==> src/rtl/tx_pkg.sv <==
package tx_pkg;

  typedef enum logic [2:0] {
    SEL_IDLE,
    SEL_START,
    SEL_DATA,
    SEL_PAR,
    SEL_STOP
  } lineSel_e;

  typedef struct packed {
    logic     loadShift;
    logic     shiftData;
    lineSel_e sel;
  } strobe_t;

  typedef struct packed {
    logic [1:0] lenCode;
    logic       longStop;
    logic       parEn;
  } fmt_t;

endpackage

==> src/rtl/tx_ctrl.sv <==
module tx_ctrl
  import tx_pkg::*;
#(
  parameter int DATA_W        = 8,
  parameter int TICKS_PER_BIT = 16
) (
  input  logic    clk,
  input  logic    rstN,
  input  logic    tick16,
  input  logic    holdFull,
  input  fmt_t    fmt,
  output strobe_t strb,
  output logic    busy
);

  localparam int CNT_W = $clog2(2 * TICKS_PER_BIT);
  localparam int IDX_W = $clog2(DATA_W);
  localparam logic [CNT_W-1:0] BIT_LAST    = CNT_W'(TICKS_PER_BIT - 1);
  localparam logic [CNT_W-1:0] HALF_LAST   = CNT_W'(TICKS_PER_BIT + TICKS_PER_BIT / 2 - 1);
  localparam logic [CNT_W-1:0] DOUBLE_LAST = CNT_W'(2 * TICKS_PER_BIT - 1);
  localparam logic [IDX_W-1:0] MIN_IDX     = IDX_W'(DATA_W - 4);

  lineSel_e         phase;
  logic [CNT_W-1:0] tickCnt;
  logic [IDX_W-1:0] bitCnt;
  logic [CNT_W-1:0] stopLast;
  logic [CNT_W-1:0] curLast;
  logic [IDX_W-1:0] lastIdx;
  logic             segEnd;
  logic             frameEnd;
  logic             loadShift;

  always_comb begin
    if (!fmt.longStop)           stopLast = BIT_LAST;
    else if (fmt.lenCode == 2'd0) stopLast = HALF_LAST;
    else                          stopLast = DOUBLE_LAST;
  end

  assign curLast   = (phase == SEL_STOP) ? stopLast : BIT_LAST;
  assign lastIdx   = MIN_IDX + IDX_W'(fmt.lenCode);
  assign segEnd    = tick16 && (phase != SEL_IDLE) && (tickCnt == curLast);
  assign frameEnd  = segEnd && (phase == SEL_STOP);
  assign loadShift = holdFull && ((phase == SEL_IDLE) || frameEnd);

  always_ff @(posedge clk or negedge rstN) begin
    if (!rstN) begin
      phase   <= SEL_IDLE;
      tickCnt <= '0;
      bitCnt  <= '0;
    end else if (loadShift) begin
      phase   <= SEL_START;
      tickCnt <= '0;
      bitCnt  <= '0;
    end else if (segEnd) begin
      tickCnt <= '0;
      unique case (phase)
        SEL_START: phase <= SEL_DATA;
        SEL_DATA: begin
          if (bitCnt == lastIdx) phase <= fmt.parEn ? SEL_PAR : SEL_STOP;
          else                   bitCnt <= bitCnt + 1'b1;
        end
        SEL_PAR:  phase <= SEL_STOP;
        SEL_STOP: phase <= SEL_IDLE;
        default:  phase <= SEL_IDLE;
      endcase
    end else if (tick16 && (phase != SEL_IDLE)) begin
      tickCnt <= tickCnt + 1'b1;
    end
  end

  assign strb.loadShift = loadShift;
  assign strb.shiftData = segEnd && (phase == SEL_DATA);
  assign strb.sel       = phase;
  assign busy           = (phase != SEL_IDLE);

endmodule

==> src/rtl/tx_datapath.sv <==
module tx_datapath
  import tx_pkg::*;
#(
  parameter int DATA_W = 8
) (
  input  logic              clk,
  input  logic              rstN,
  input  logic [6:0]        lineCtl,
  input  logic              wrEn,
  input  logic [DATA_W-1:0] wrData,
  input  strobe_t           strb,
  output logic              holdFull,
  output fmt_t              fmt,
  output logic              txOut
);

  logic [DATA_W-1:0] holdReg;
  logic [DATA_W-1:0] shiftReg;
  logic [DATA_W-1:0] charMask;
  logic [DATA_W-1:0] maskedHold;
  logic              parBit;
  logic              parReg;
  logic              lineBit;

  assign charMask   = {DATA_W{1'b1}} >> (2'd3 - lineCtl[1:0]);
  assign maskedHold = holdReg & charMask;
  assign parBit     = (^maskedHold) ^ ~lineCtl[4] ^ lineCtl[5];

  always_ff @(posedge clk or negedge rstN) begin
    if (!rstN) begin
      holdReg  <= '0;
      holdFull <= 1'b0;
      shiftReg <= '0;
      fmt      <= '0;
      parReg   <= 1'b0;
    end else begin
      if (wrEn) holdReg <= wrData;
      if (wrEn)                holdFull <= 1'b1;
      else if (strb.loadShift) holdFull <= 1'b0;
      if (strb.loadShift) begin
        shiftReg     <= maskedHold;
        fmt.lenCode  <= lineCtl[1:0];
        fmt.longStop <= lineCtl[2];
        fmt.parEn    <= lineCtl[3];
        parReg       <= parBit;
      end else if (strb.shiftData) begin
        shiftReg <= shiftReg >> 1;
      end
    end
  end

  always_comb begin
    unique case (strb.sel)
      SEL_START: lineBit = 1'b0;
      SEL_DATA:  lineBit = shiftReg[0];
      SEL_PAR:   lineBit = parReg;
      default:   lineBit = 1'b1;
    endcase
  end

  assign txOut = lineBit & ~lineCtl[6];

endmodule

==> src/rtl/async_tx.sv <==
module async_tx
  import tx_pkg::*;
#(
  parameter int DATA_W        = 8,
  parameter int TICKS_PER_BIT = 16
) (
  input  logic              clk,
  input  logic              rstN,
  input  logic              tick16,
  input  logic [6:0]        lineCtl,
  input  logic              wrEn,
  input  logic [DATA_W-1:0] wrData,
  output logic              txOut,
  output logic              holdEmpty,
  output logic              shiftEmpty
);

  strobe_t strb;
  fmt_t    fmt;
  logic    holdFull;
  logic    busy;

  tx_ctrl #(
    .DATA_W       (DATA_W),
    .TICKS_PER_BIT(TICKS_PER_BIT)
  ) u_ctrl (
    .clk     (clk),
    .rstN    (rstN),
    .tick16  (tick16),
    .holdFull(holdFull),
    .fmt     (fmt),
    .strb    (strb),
    .busy    (busy)
  );

  tx_datapath #(
    .DATA_W(DATA_W)
  ) u_dp (
    .clk     (clk),
    .rstN    (rstN),
    .lineCtl (lineCtl),
    .wrEn    (wrEn),
    .wrData  (wrData),
    .strb    (strb),
    .holdFull(holdFull),
    .fmt     (fmt),
    .txOut   (txOut)
  );

  assign holdEmpty  = ~holdFull;
  assign shiftEmpty = ~busy;

endmodule

==> config.mk <==
export PLATFORM = sky130hd
export DESIGN_NAME = async_tx
export DESIGN_NICKNAME = d
export VERILOG_FILES = /design/src/rtl/tx_pkg.sv /design/src/rtl/tx_ctrl.sv /design/src/rtl/tx_datapath.sv /design/src/rtl/async_tx.sv
export SDC_FILE = /design/constraint.sdc
export NUM_CORES = 1
export LEC_CHECK = 0
export BUFFER_PORTS_ARGS = -buffer_cell sky130_fd_sc_hd__buf_2
export CAP_MARGIN = 5
export CORE_MARGIN = 4
export CORE_UTILIZATION = 39
export CTS_BUF_LIST = sky130_fd_sc_hd__clkbuf_2
export CTS_CLUSTER_SIZE = 20
export DETAILED_ROUTE_END_ITERATION = 8
export PLACE_DENSITY = 0.62
export SETUP_SLACK_MARGIN = 0.3
export SLEW_MARGIN = 20
export SYNTH_ARGS = -nofsm -noshare
export SYNTH_HDL_FRONTEND = slang
export SYNTH_HIERARCHICAL = 1
export SYNTH_SLANG_ARGS = --single-unit
==> constraint.sdc <==
create_clock -name clk -period 6.7 [get_ports clk]
set_input_delay 1.34 -clock clk [delete_from_list [all_inputs] [get_ports clk]]
set_output_delay 1.34 -clock clk [all_outputs]
set_load 0.01 [all_outputs]
Yosys cells after proc, flatten, opt, wreduce, memory -nomap -nowiden
Index checks and enable logic that the tools add are counted.

word-level totals
  output and inout port bits = 3
  input bits = 19
  flip-flop bits (word level) = 33

operators by class
  equal/unequal tests = 8
  bitwise logic cells = 8
  add/subtract/negate cells = 4
  shift operators = 1
  muxes and demuxes = 20
  reduce and logical (&&, ||, !) cells = 17

operators with widths
  operator                                           count
  two-way mux 5 bit                                  5
  two-way mux 3 bit                                  8
  two-way mux 8 bit                                  2
  case mux 3 bit (3 select lines)                    1
  bitwise AND 8 bit                                  1
  nonzero test 2 bit                                 4
  parity 8 bit                                       1
  right shift 8 x 2 -> 8 bit (first input constant)  1
  == test 3 x 2 -> 1 bit (second input constant)     2
  nonzero test 3 bit                                 2
  adder 5 x 1 -> 5 bit (second input constant)       1
  == test 5 bit                                      1
  logical AND 1 bit                                  5
  two-way mux 4 bit                                  1
  inverter 1 bit                                     4
  adder 3 x 1 -> 3 bit (second input constant)       1
  adder 3 x 2 -> 3 bit (first input constant)        1
  == test 3 x 1 -> 1 bit (second input constant)     1
  == test 3 bit                                      1
  == test 3 bit (second input constant)              1
  logical NOT 3 bit                                  1
  != test 3 x 1 -> 1 bit (second input constant)     1
  case mux 1 bit (3 select lines)                    1
  AND reduction 3 bit                                1
  other kinds (8)                                    10

Longest topological paths before layout
Gate-level depths: netlist of run 1.

  depth in word-level cells = 11
  gate-level depth with buffers = 10

By module
Netlist of run 1, hierarchy kept.

modules (own cells, without submodules)
  module       area an instance (um2)  cells an instance  times used  sequential area each (um2)
  tx_datapath  1,007.2                 83                 1           550.5
  tx_ctrl      703.2                   76                 1           275.3
  async_tx     7.5                     2                  1           0.0

Worst setup path before layout of run 1
No wires, ideal clock.

  kind = input to register
  start = in tick16
  end = reg u_dp.shiftReg[5]
  setup time = 0.137 ns
  path buffers = 2
  cell stages on the path = 9
  data required time = 6.563 ns
  slack = 3.686 ns
  data arrival time = 2.877 ns
  path through = o31a_1 > nand3_1 > a31o_1 > buf_6 > nor3_1 > clkbuf_1 > nor2b_1 > a211oi_1 > a21oi_1

RTL lines
  what                  line               RTL
  start, declared       async_tx.sv:9      input logic tick16,
  end signal, assigned  tx_datapath.sv:41  shiftReg <= maskedHold;
  end signal, assigned  tx_datapath.sv:47  shiftReg <= shiftReg >> 1;
  end, declared         tx_datapath.sv:18  logic [DATA_W-1:0] shiftReg;

Worst setup path in the final report of run 1
  start = in lineCtl[6]
  end = out txOut

on the way
  word-level cells in the longest chain between the ends = 2

ends and longest elaborated chain
  what               line               RTL
  start, declared    async_tx.sv:10     input logic [6:0] lineCtl,
  inverter 1 bit     tx_datapath.sv:61  assign txOut = lineBit & ~lineCtl[6];
  bitwise AND 1 bit  tx_datapath.sv:61
  end, declared      async_tx.sv:13     output logic txOut,

Every way passes these cells.

==> results of run 1 <==
==> power by group <==
part	internal, mW	total [mW]	switching, mW	leakage (nW)
combinational	0.107	0.204	0.0969	0.410
sequential	0.266	0.336	0.0704	0.400
clock	0.0228	0.0878	0.0650	0.0278
total	0.395	0.627	0.232	0.838
==> metal layers <==
layer	track usage [%]	share of wire, %	vias to the layer above
met1	18.0	47	574
met3	4.05	4.8	6
met5	0	0	-
met4	5.14	1.5	0
li1	-	-	610
met2	21.2	47	29
==> worst max-delay path, stage by stage <==
cell and delay [ns]:
buf_2 0.09, nor2_1 0.08, buf_2 0.13
==> area by class of cell <==
type | instances | area (um2)
tap | 50 | 62.6
multi-input combinational | 115 | 830
clock buffer | 5 | 25.0
inverter | 5 | 18.8
fill | 402 | 2230
clock inverter | 3 | 12.5
sequential | 33 | 826
timing repair buffer | 22 | 113
==> sequential cells by signal (all words and copies together) (netlist names) <==
name and count:
u_dp/holdReg 8, u_dp/shiftReg 8, u_ctrl/tickCnt 5, u_dp/fmt 4, u_ctrl/bitCnt 3, u_ctrl/phase 3
u_dp/holdFull 1, u_dp/parReg 1
==> metrics by stage <==
step	std cells	utilization, %	hold slack, ns
finish	233	45.8	0.516
global route	233	45.8	0.542
CTS	233	45.7	0.529
detailed placement	225	44.8	0.490
global placement	225	44.8	0.467
floorplan	161	-	0.447
==> Yosys cell counts (all sizes together) (2+ instances only) <==
master   n
a21oi    5
a31oi    2
and2     2
and3     2
buf      4
clkbuf   4
dfrtp   33
ha       2
inv      5
mux2    11
mux2i    7
nand2   14
nand3    6
nand4b   3
nor2    14
nor3     2
nor3b    2
o21ai   13
xnor2    7
xnor3    2
xor2     3
==> final timing paths <==
| kind | depth (start not counted) | end | slack, ns | from |
|---|---|---|---|---|
| worst max-delay path | 3 | txOut | 3.72 | lineCtl[6] |
| max in group asynchronous | 1 | u_dp/fmt[3] | 5.24 | rstN |
| worst min-delay path | 1 | u_dp/fmt[1] | 0.52 | u_dp/fmt[1] |
| worst min register to register | 1 | u_dp/fmt[1] | 0.52 | u_dp/fmt[1] |
| worst max register to register | 7 | u_dp/shiftReg[5] | 4.11 | u_ctrl/phase[0] |
| min in group asynchronous | 1 | u_ctrl/tickCnt[2] | 0.98 | rstN |
==> cells by family after synthesis <==
| family | Yosys count | synth area share [%] |
|---|---|---|
| simple gates | 53 | 16.4 |
| flops | 33 | 48.1 |
| compound gates | 30 | 10.7 |
| fa+ha+maj | 2 | 1.46 |
| xor+xnor | 12 | 8.16 |
| mux | 18 | 11.3 |
| buf+inv | 13 | 3.93 |
==> layout by cell type, fill, tap and decap left out, types with 3 or more instances in the layout <==
master / Yosys / final
dfrtp_1: 33 / 33
mux2_1: 11 / 11
inv_1: 4 / 4
nand2_1: 14 / 14
o21ai_0: 3 / 3
clkbuf_2: 0 / 5
xor2_1: 3 / 3
xnor2_1: 6 / 6
buf_2: 0 / 21
mux2i_1: 7 / 7
a21oi_1: 5 / 5
o21ai_1: 10 / 10
nand4b_1: 3 / 3
nor2_1: 14 / 14
nand3_1: 6 / 6
==> reports/qor.yml, run 1 <==
floorplanning:
  dieArea_um2: 5530
  fp.dieW_um: 74.4
  start_util_pct: 41.7
  die_y_um: 74.4
  rows: 23
  core_area_um2: 4120
  pin_count: 22
timing:
  fin_setup_tns_ns: 0
  finClkSkew_ns: 0.0266
  tightest_slew_ns: 0.715
  rsz0062_at_grt: "false"
  min_period_ns: 2.98
  slew_headroom_pct: 52.1
  worst_slack_ns: 3.72
  period_share_pct: 44.5
  maxSlewViolCount: 0
  setup_viol: 0
  fmax_ghz: 0.335
  finalHoldViolations: 0
power:
  p_leak_nw: 0.838
  power.total_uw: 627
  irDropWorstVdd_uv: 145
  p_per_area_nw_per_um2: 333
yosys:
  ys.warnings.count: 6
  synth_fp_nets: 182
  synth_edf_count: 0
  ys_seq_area_share_pct: 48.1
  avgSynthCellArea_um2: 10.7
  netlist_area_um2: 1720
  yosysTopAreaCell: "dfrtp_1"
  syn_inst: 161
  yosys-top-cells-area: "dfrtp_1, mux2_1, mux2i_1, nand2_1, nor2_1"
  synth_top_flop_cell: "dfrtp_1"
  yosys.cell_types.count: 44
  synth_top_area_share_pct: 48.1
  synth_seq_cells: 33
  async_flop_share_pct: 100
clock_network:
  post_cts_resized: 0
  cts_buffers: 5
  ctsHoldBuffers: 0
  cts_sinks: 33
  path_clk_slew_ns: 0.18
  clock_path_buffers: 2
  cts_tree: "done"
  post-cts-setup-buffers: 0
  cts.htree.levels: 2
  cts_root_buf: "clkbuf_2"
  worstSkewPairLatency_ns: 0.38
final_layout:
  synthToLayoutAreaGrowth_pct: 9.83
  drive_gt1_share_pct: 18.0
  final_nets: 203
  final_cell_area_um2: 1890
  n_antenna_cell: 0
place:
  place_area_um2: 1840
  pre_cts_slack_ns: 2.94
  portBuffers: 21
  finalWeightedCongestion: 0.912
  place_hpwl_um: 2380
route:
  drt_pass1_iterations: 4
  wl_per_cell_um: 13.8
  drt_iter0_drc: 122
  ant_nets: 0
  viasPerCell: 5.23
  routed_wl_um: 3210
  drc: 0
  routed-via-count: 1219
grt:
  grt_first_pass_wirelength_um: 5730
  track_usage_pct: 13.6
  grt_pass1_vias: 1243
  antenna_found_initial: 0
  grt_max_degree: 34
  grt-ovfl-total: 0
job:
  maxCapViolCount: 0
worst_hold_path:
  hp-class: "reg2reg"
setup_path:
  critPathArrivalTime_ns: 1.64
  required_ns: 5.36
  criticalPathCategory: "in2out"
  crit_path_end_kind: "output port"
  cp-start-kind: "input port"
  crit_fanout: 1
status:
  outcome: "complete, no violations"
Note: power is estimated with default switching activity, not from simulation.
==> inputs of run 2 (changes only) <==
--- a/config.mk
+++ b/config.mk
@@ -12,7 +12,7 @@
 export CTS_BUF_LIST = sky130_fd_sc_hd__clkbuf_2
 export CTS_CLUSTER_SIZE = 20
 export DETAILED_ROUTE_END_ITERATION = 8
-export PLACE_DENSITY = 0.62
+export PLACE_DENSITY = 0.64
 export SETUP_SLACK_MARGIN = 0.3
 export SLEW_MARGIN = 20
 export SYNTH_ARGS = -nofsm -noshare
==> constraint.sdc (replaced) <==
create_clock -name clk -period 2.5 [get_ports clk]
set_input_delay 0.5 -clock clk [delete_from_list [all_inputs] [get_ports clk]]
set_output_delay 0.5 -clock clk [all_outputs]
set_load 0.01 [all_outputs]
==> reports/qor.yml, run 2 (synthesized netlist as in run 1, its figures left out) <==
status:
  outcome: "complete, no violations"
clock_network:
  path_clk_slew_ns: 0.16
  cts.htree.levels: 2
  cts_sinks: 33
  worstSkewPairLatency_ns: 0.36
  cts_buffers: 5
  clock_path_buffers: 2
  cts_tree: "done"
  cts_root_buf: "clkbuf_2"
timing:
  fin_setup_tns_ns: 0
  tightest_slew_ns: 0.715
  setup_viol: 0
  finalHoldViolations: 0
  finClkSkew_ns: 0.0197
  fmax_ghz: 0.477
  min_period_ns: 2.10
  slew_headroom_pct: 52.4
  rsz0062_at_grt: "false"
  maxSlewViolCount: 0
  period_share_pct: 83.9
grt:
  grt_first_pass_wirelength_um: 6010
  grt_max_degree: 34
  track_usage_pct: 14.2
  antenna_found_initial: 0
  grt_pass1_vias: 1300
  grt-ovfl-total: 0
route:
  ant_nets: 0
  drt_iter0_drc: 84
  wl_per_cell_um: 14.2
  drc: 0
  routed_wl_um: 3390
  routed-via-count: 1236
  drt_pass1_iterations: 4
  viasPerCell: 5.19
setup_path:
  worstPathCellList: "nor3b_1 -> nand4b_1 -> a31o_4 -> nor3_1 -> buf_4 -> nor2b_1 -> a211oi_1 -> a21oi_1"
  cpLargestDelayFamily: "simple AND/OR/NAND/NOR gates"
  cp-start-kind: "flop"
  critical-path-max-stage-delay_ns: 0.46
  crit_slowest_cell: "dfrtp_2"
  cp_num_buf_inv: 1
  criticalPathCategory: "reg2reg"
  r2r_slack_ns: 0.40
  crit_fanout: 10
  crit_path_end_kind: "flop"
  critPathArrivalTime_ns: 2.36
  required_ns: 2.76
power:
  p_leak_nw: 0.867
  p_per_area_nw_per_um2: 889
  irDropWorstVdd_uv: 405
final_layout:
  fin_cells: 238
  n_antenna_cell: 0
  drive_gt1_share_pct: 21.8
  mostFrequentLayoutCells: "dfrtp_1, buf_2, nor2_1, nand2_1, mux2_1"
  synthToLayoutAreaGrowth_pct: 13.5
  reg_top3: "u_dp/holdReg: 8 flops, u_dp/shiftReg: 8 flops, u_ctrl/tickCnt: 5 flops"
  fillCellCount: 387
  final_common_cell: "dfrtp_1"
  final_nets: 209
floorplanning:
  die_y_um: 74.4
  start_util_pct: 41.7
  dieArea_um2: 5530
  rows: 23
  core_area_um2: 4120
  pin_count: 22
  fp.dieW_um: 74.4
place:
  dp.cells: 229
  portBuffers: 21
  place_hpwl_um: 2500
  finalWeightedCongestion: 1.03
job:
  maxCapViolCount: 0
worst_hold_path:
  hp-class: "in2async"
run 2: cell count changes in the layout (fill, tap and decap cells not counted), sizes merged:
| cell | change |
|---|---|
| buf | +6 |
| clkbuf | +1 |
| clkinv | -2 |
run 2: path summary, 6_finish.rpt:
path | endpoint | start | cells past startpoint
hold / removal | u_dp/holdReg[4] | rstN | 1
setup / recovery | u_dp/shiftReg[5] | u_ctrl/phase[2] | 8
hold reg to reg | u_dp/fmt[1] | u_dp/fmt[1] | 1
min in group clk | u_dp/holdReg[7] | wrData[7] | 2
setup reg to reg | u_dp/shiftReg[5] | u_ctrl/phase[2] | 8
max in group asynchronous | u_ctrl/phase[2] | rstN | 1
run 2: worst reg2reg max path, cell delays in order (launching register included):
cell,delay (ns)
dfrtp_2,0.46
nor3b_1,0.27
nand4b_1,0.20
a31o_4,0.33
nor3_1,0.19
buf_4,0.22
nor2b_1,0.08
a211oi_1,0.20
a21oi_1,0.06
run 2: routing by layer:
layer | wire length [um] | vias up | GRT usage (%)
li1 | - | 627 | -
met3 | 136 | 9 | 2.57
met2 | 1600 | 25 | 21.4
met5 | 0 | - | 0
met1 | 1580 | 575 | 19.7
met4 | 76 | 0 | 6.72
run 2: area by class of cell:
class	count	area, um2	area share, %
clock buffer	6	30.0	1.54
clock inverter	1	3.75	0.193
inverter	5	18.8	0.963
multi-input combinational	115	837	42.9
sequential	33	827	42.4
tap	50	62.6	3.21
timing repair buffer	28	170	8.73
run 2: repair_timing:
action                                  in CTS  in global routing
endpoints found under the setup margin       1                  8
endpoints found under the hold margin        0                  0
gates resized for setup                      1                  3
buffers inserted                             0                  2
hold buffers                                 0                  0
pin swaps                                    0                  3
run 2: report_power, final:
group | internal, mW | switching, mW | leakage, nW
Combinational | 0.321 | 0.308 | 0.441
Clock | 0.0652 | 0.166 | 0.0265
Sequential | 0.714 | 0.159 | 0.399
run 2: metrics by stage:
stage | power [mW] | hold slack (ns) | util [%] | cell area, um2 | setup slack [ns]
after global placement | 1.48 | 0.470 | 45.8 | 1890 | 0.324
after detailed placement | 1.50 | 0.478 | 45.8 | 1890 | 0.260
after CTS | 1.74 | 0.178 | 46.7 | 1920 | 0.324
after global routing | 1.88 | 0.200 | 47.4 | 1950 | 0.281
final | 1.73 | 0.163 | 47.4 | 1950 | 0.402
after floorplan | 1.32 | 0.204 | - | 1720 | 0.353
==> inputs of run 3 (changes only) <==
==> constraint.sdc (replaced) <==
create_clock -name clk -period 1.8 [get_ports clk]
set_input_delay 0.36 -clock clk [delete_from_list [all_inputs] [get_ports clk]]
set_output_delay 0.36 -clock clk [all_outputs]
set_load 0.01 [all_outputs]
==> reports/qor.yml, run 3 (synthesized netlist as in run 1, its figures left out) <==
status:
  outcome: "finished, violations left"
  violations: "negative setup slack"
floorplanning:
  core_area_um2: 4120
  dieArea_um2: 5530
  fp.dieW_um: 74.4
  rows: 23
  die_y_um: 74.4
  pin_count: 22
  start_util_pct: 41.7
place:
  finalWeightedCongestion: 0.891
  pre_cts_slack_ns: -0.194
  portBuffers: 21
  place_hpwl_um: 2650
timing:
  finalHoldViolations: 0
  finClkSkew_ns: 0.00894
  period_share_pct: 112
  tightest_slew_ns: 0.741
  fmax_ghz: 0.497
  min_period_ns: 2.01
  slew_headroom_pct: 50.6
  maxSlewViolCount: 0
  fin_setup_tns_ns: -2.35
  rsz0062_at_grt: "true"
  worst_slack_ns: -0.213
  setup_viol: 20
route:
  viasPerCell: 5.32
  ant_nets: 0
  drc: 0
  wl_per_cell_um: 15.8
  drt_iter0_drc: 78
  drt_pass1_iterations: 4
  routed-via-count: 1366
  routed_wl_um: 4050
grt:
  grt_max_degree: 34
  grt-ovfl-total: 0
  antenna_found_initial: 0
  grt_first_pass_wirelength_um: 6350
  grt_pass1_vias: 1417
  track_usage_pct: 15.2
final_layout:
  synthToLayoutAreaGrowth_pct: 30.8
  n_antenna_cell: 0
  mostFrequentLayoutCells: "dfrtp_1, buf_2, buf_4, nand2_1, nor2_1"
  reg_top3: "u_dp/holdReg: 8 flops, u_dp/shiftReg: 8 flops, u_ctrl/tickCnt: 5 flops"
  drive_gt1_share_pct: 38.2
  final_nets: 228
  final_common_cell: "dfrtp_1"
setup_path:
  cp-start-kind: "flop"
  criticalPathCategory: "reg2reg"
  cpLargestDelayFamily: "simple AND/OR/NAND/NOR gates"
  critPathArrivalTime_ns: 2.26
  required_ns: 2.05
  cp.depth: 6
  worstPathCellList: "nor3b_4 -> or3b_4 -> a31o_4 -> a21oi_4 -> buf_6 -> mux2_4"
  crit_fanout: 4
  crit-reg2reg-launch: "u_dp/fmt[1]"
  cp_num_buf_inv: 1
  crit_path_end_kind: "flop"
  critical-path-max-stage-delay_ns: 0.43
  crit_slowest_cell: "dfrtp_1"
  worstRegToRegCells: 6
  critPathLaunch: "u_dp/fmt[1]"
power:
  p_per_area_nw_per_um2: 1270
  power.total_mw: 2.85
  p_leak_nw: 1.02
  irDropWorstVdd_uv: 769
clock_network:
  cts.htree.levels: 2
  clock_path_buffers: 2
  cts_root_buf: "clkbuf_2"
  path_clk_slew_ns: 0.16
  cts_tree: "done"
  worstSkewPairLatency_ns: 0.35
  cts_buffers: 5
  cts_sinks: 33
job:
  maxCapViolCount: 0
worst_hold_path:
  hp-class: "in2async"
-- run 3: cell types whose count changed in the layout (fill, tap and decap cells not counted), sizes merged --
cell	previous run	this run
buf	28	47
-- run 3: layout make-up --
class                           count  area (um2)
Fill cell                         337        1870
Multi-Input combinational cell    115         958
Sequential cell                    33         827
Timing Repair Buffer               47         347
Tap cell                           50        62.6
Clock buffer                        6        30.0
Inverter                            5        18.8
Clock inverter                      1        3.75
-- run 3: worst paths after layout --
path,end,slack [ns]
setup / recovery,u_dp/fmt[0],-0.21
hold / removal,u_dp/holdReg[7],0.04
setup reg to reg,u_dp/fmt[0],-0.21
hold reg to reg,u_dp/holdReg[5],0.53
max in group asynchronous,u_ctrl/phase[1],1.23
min in group clk,u_dp/holdReg[5],0.21
-- run 3: power breakdown --
group | internal (mW) | switching, mW | leakage, nW
logic | 0.716 | 0.625 | 0.594
clock network | 0.0909 | 0.231 | 0.0265
registers | 0.992 | 0.198 | 0.400
-- run 3: layer usage --
layer  global-route usage, %  wire length, um  up-vias
met2                    24.5             2040       42
met3                    4.59              187        5
li1                        -                -      659
met4                    5.34               39        0
met5                       0                0        -
met1                    19.4             1790      660
-- run 3: metrics by stage --
stage | area, um2 | hold slack (ns) | util, % | std cells
after global placement | 1990 | 0.449 | 48.3 | 241
after detailed placement | 1990 | 0.464 | 48.3 | 241
after CTS | 2140 | 0.0293 | 52.0 | 253
after floorplan | 1780 | 0.0644 | - | 161
final | 2250 | 0.0436 | 54.6 | 257
after global routing | 2250 | 0.0498 | 54.6 | 257
-- run 3: repair_timing --
| action | 4_1_cts | 5_1_grt |
|---|---|---|
| pin swaps | 7 | 13 |
| endpoints found under the setup margin | 26 | 27 |
| hold endpoints to repair | 0 | 0 |
| gates resized for setup | 17 | 18 |
| buffers inserted | 5 | 4 |
| hold buffers | 0 | 0 |
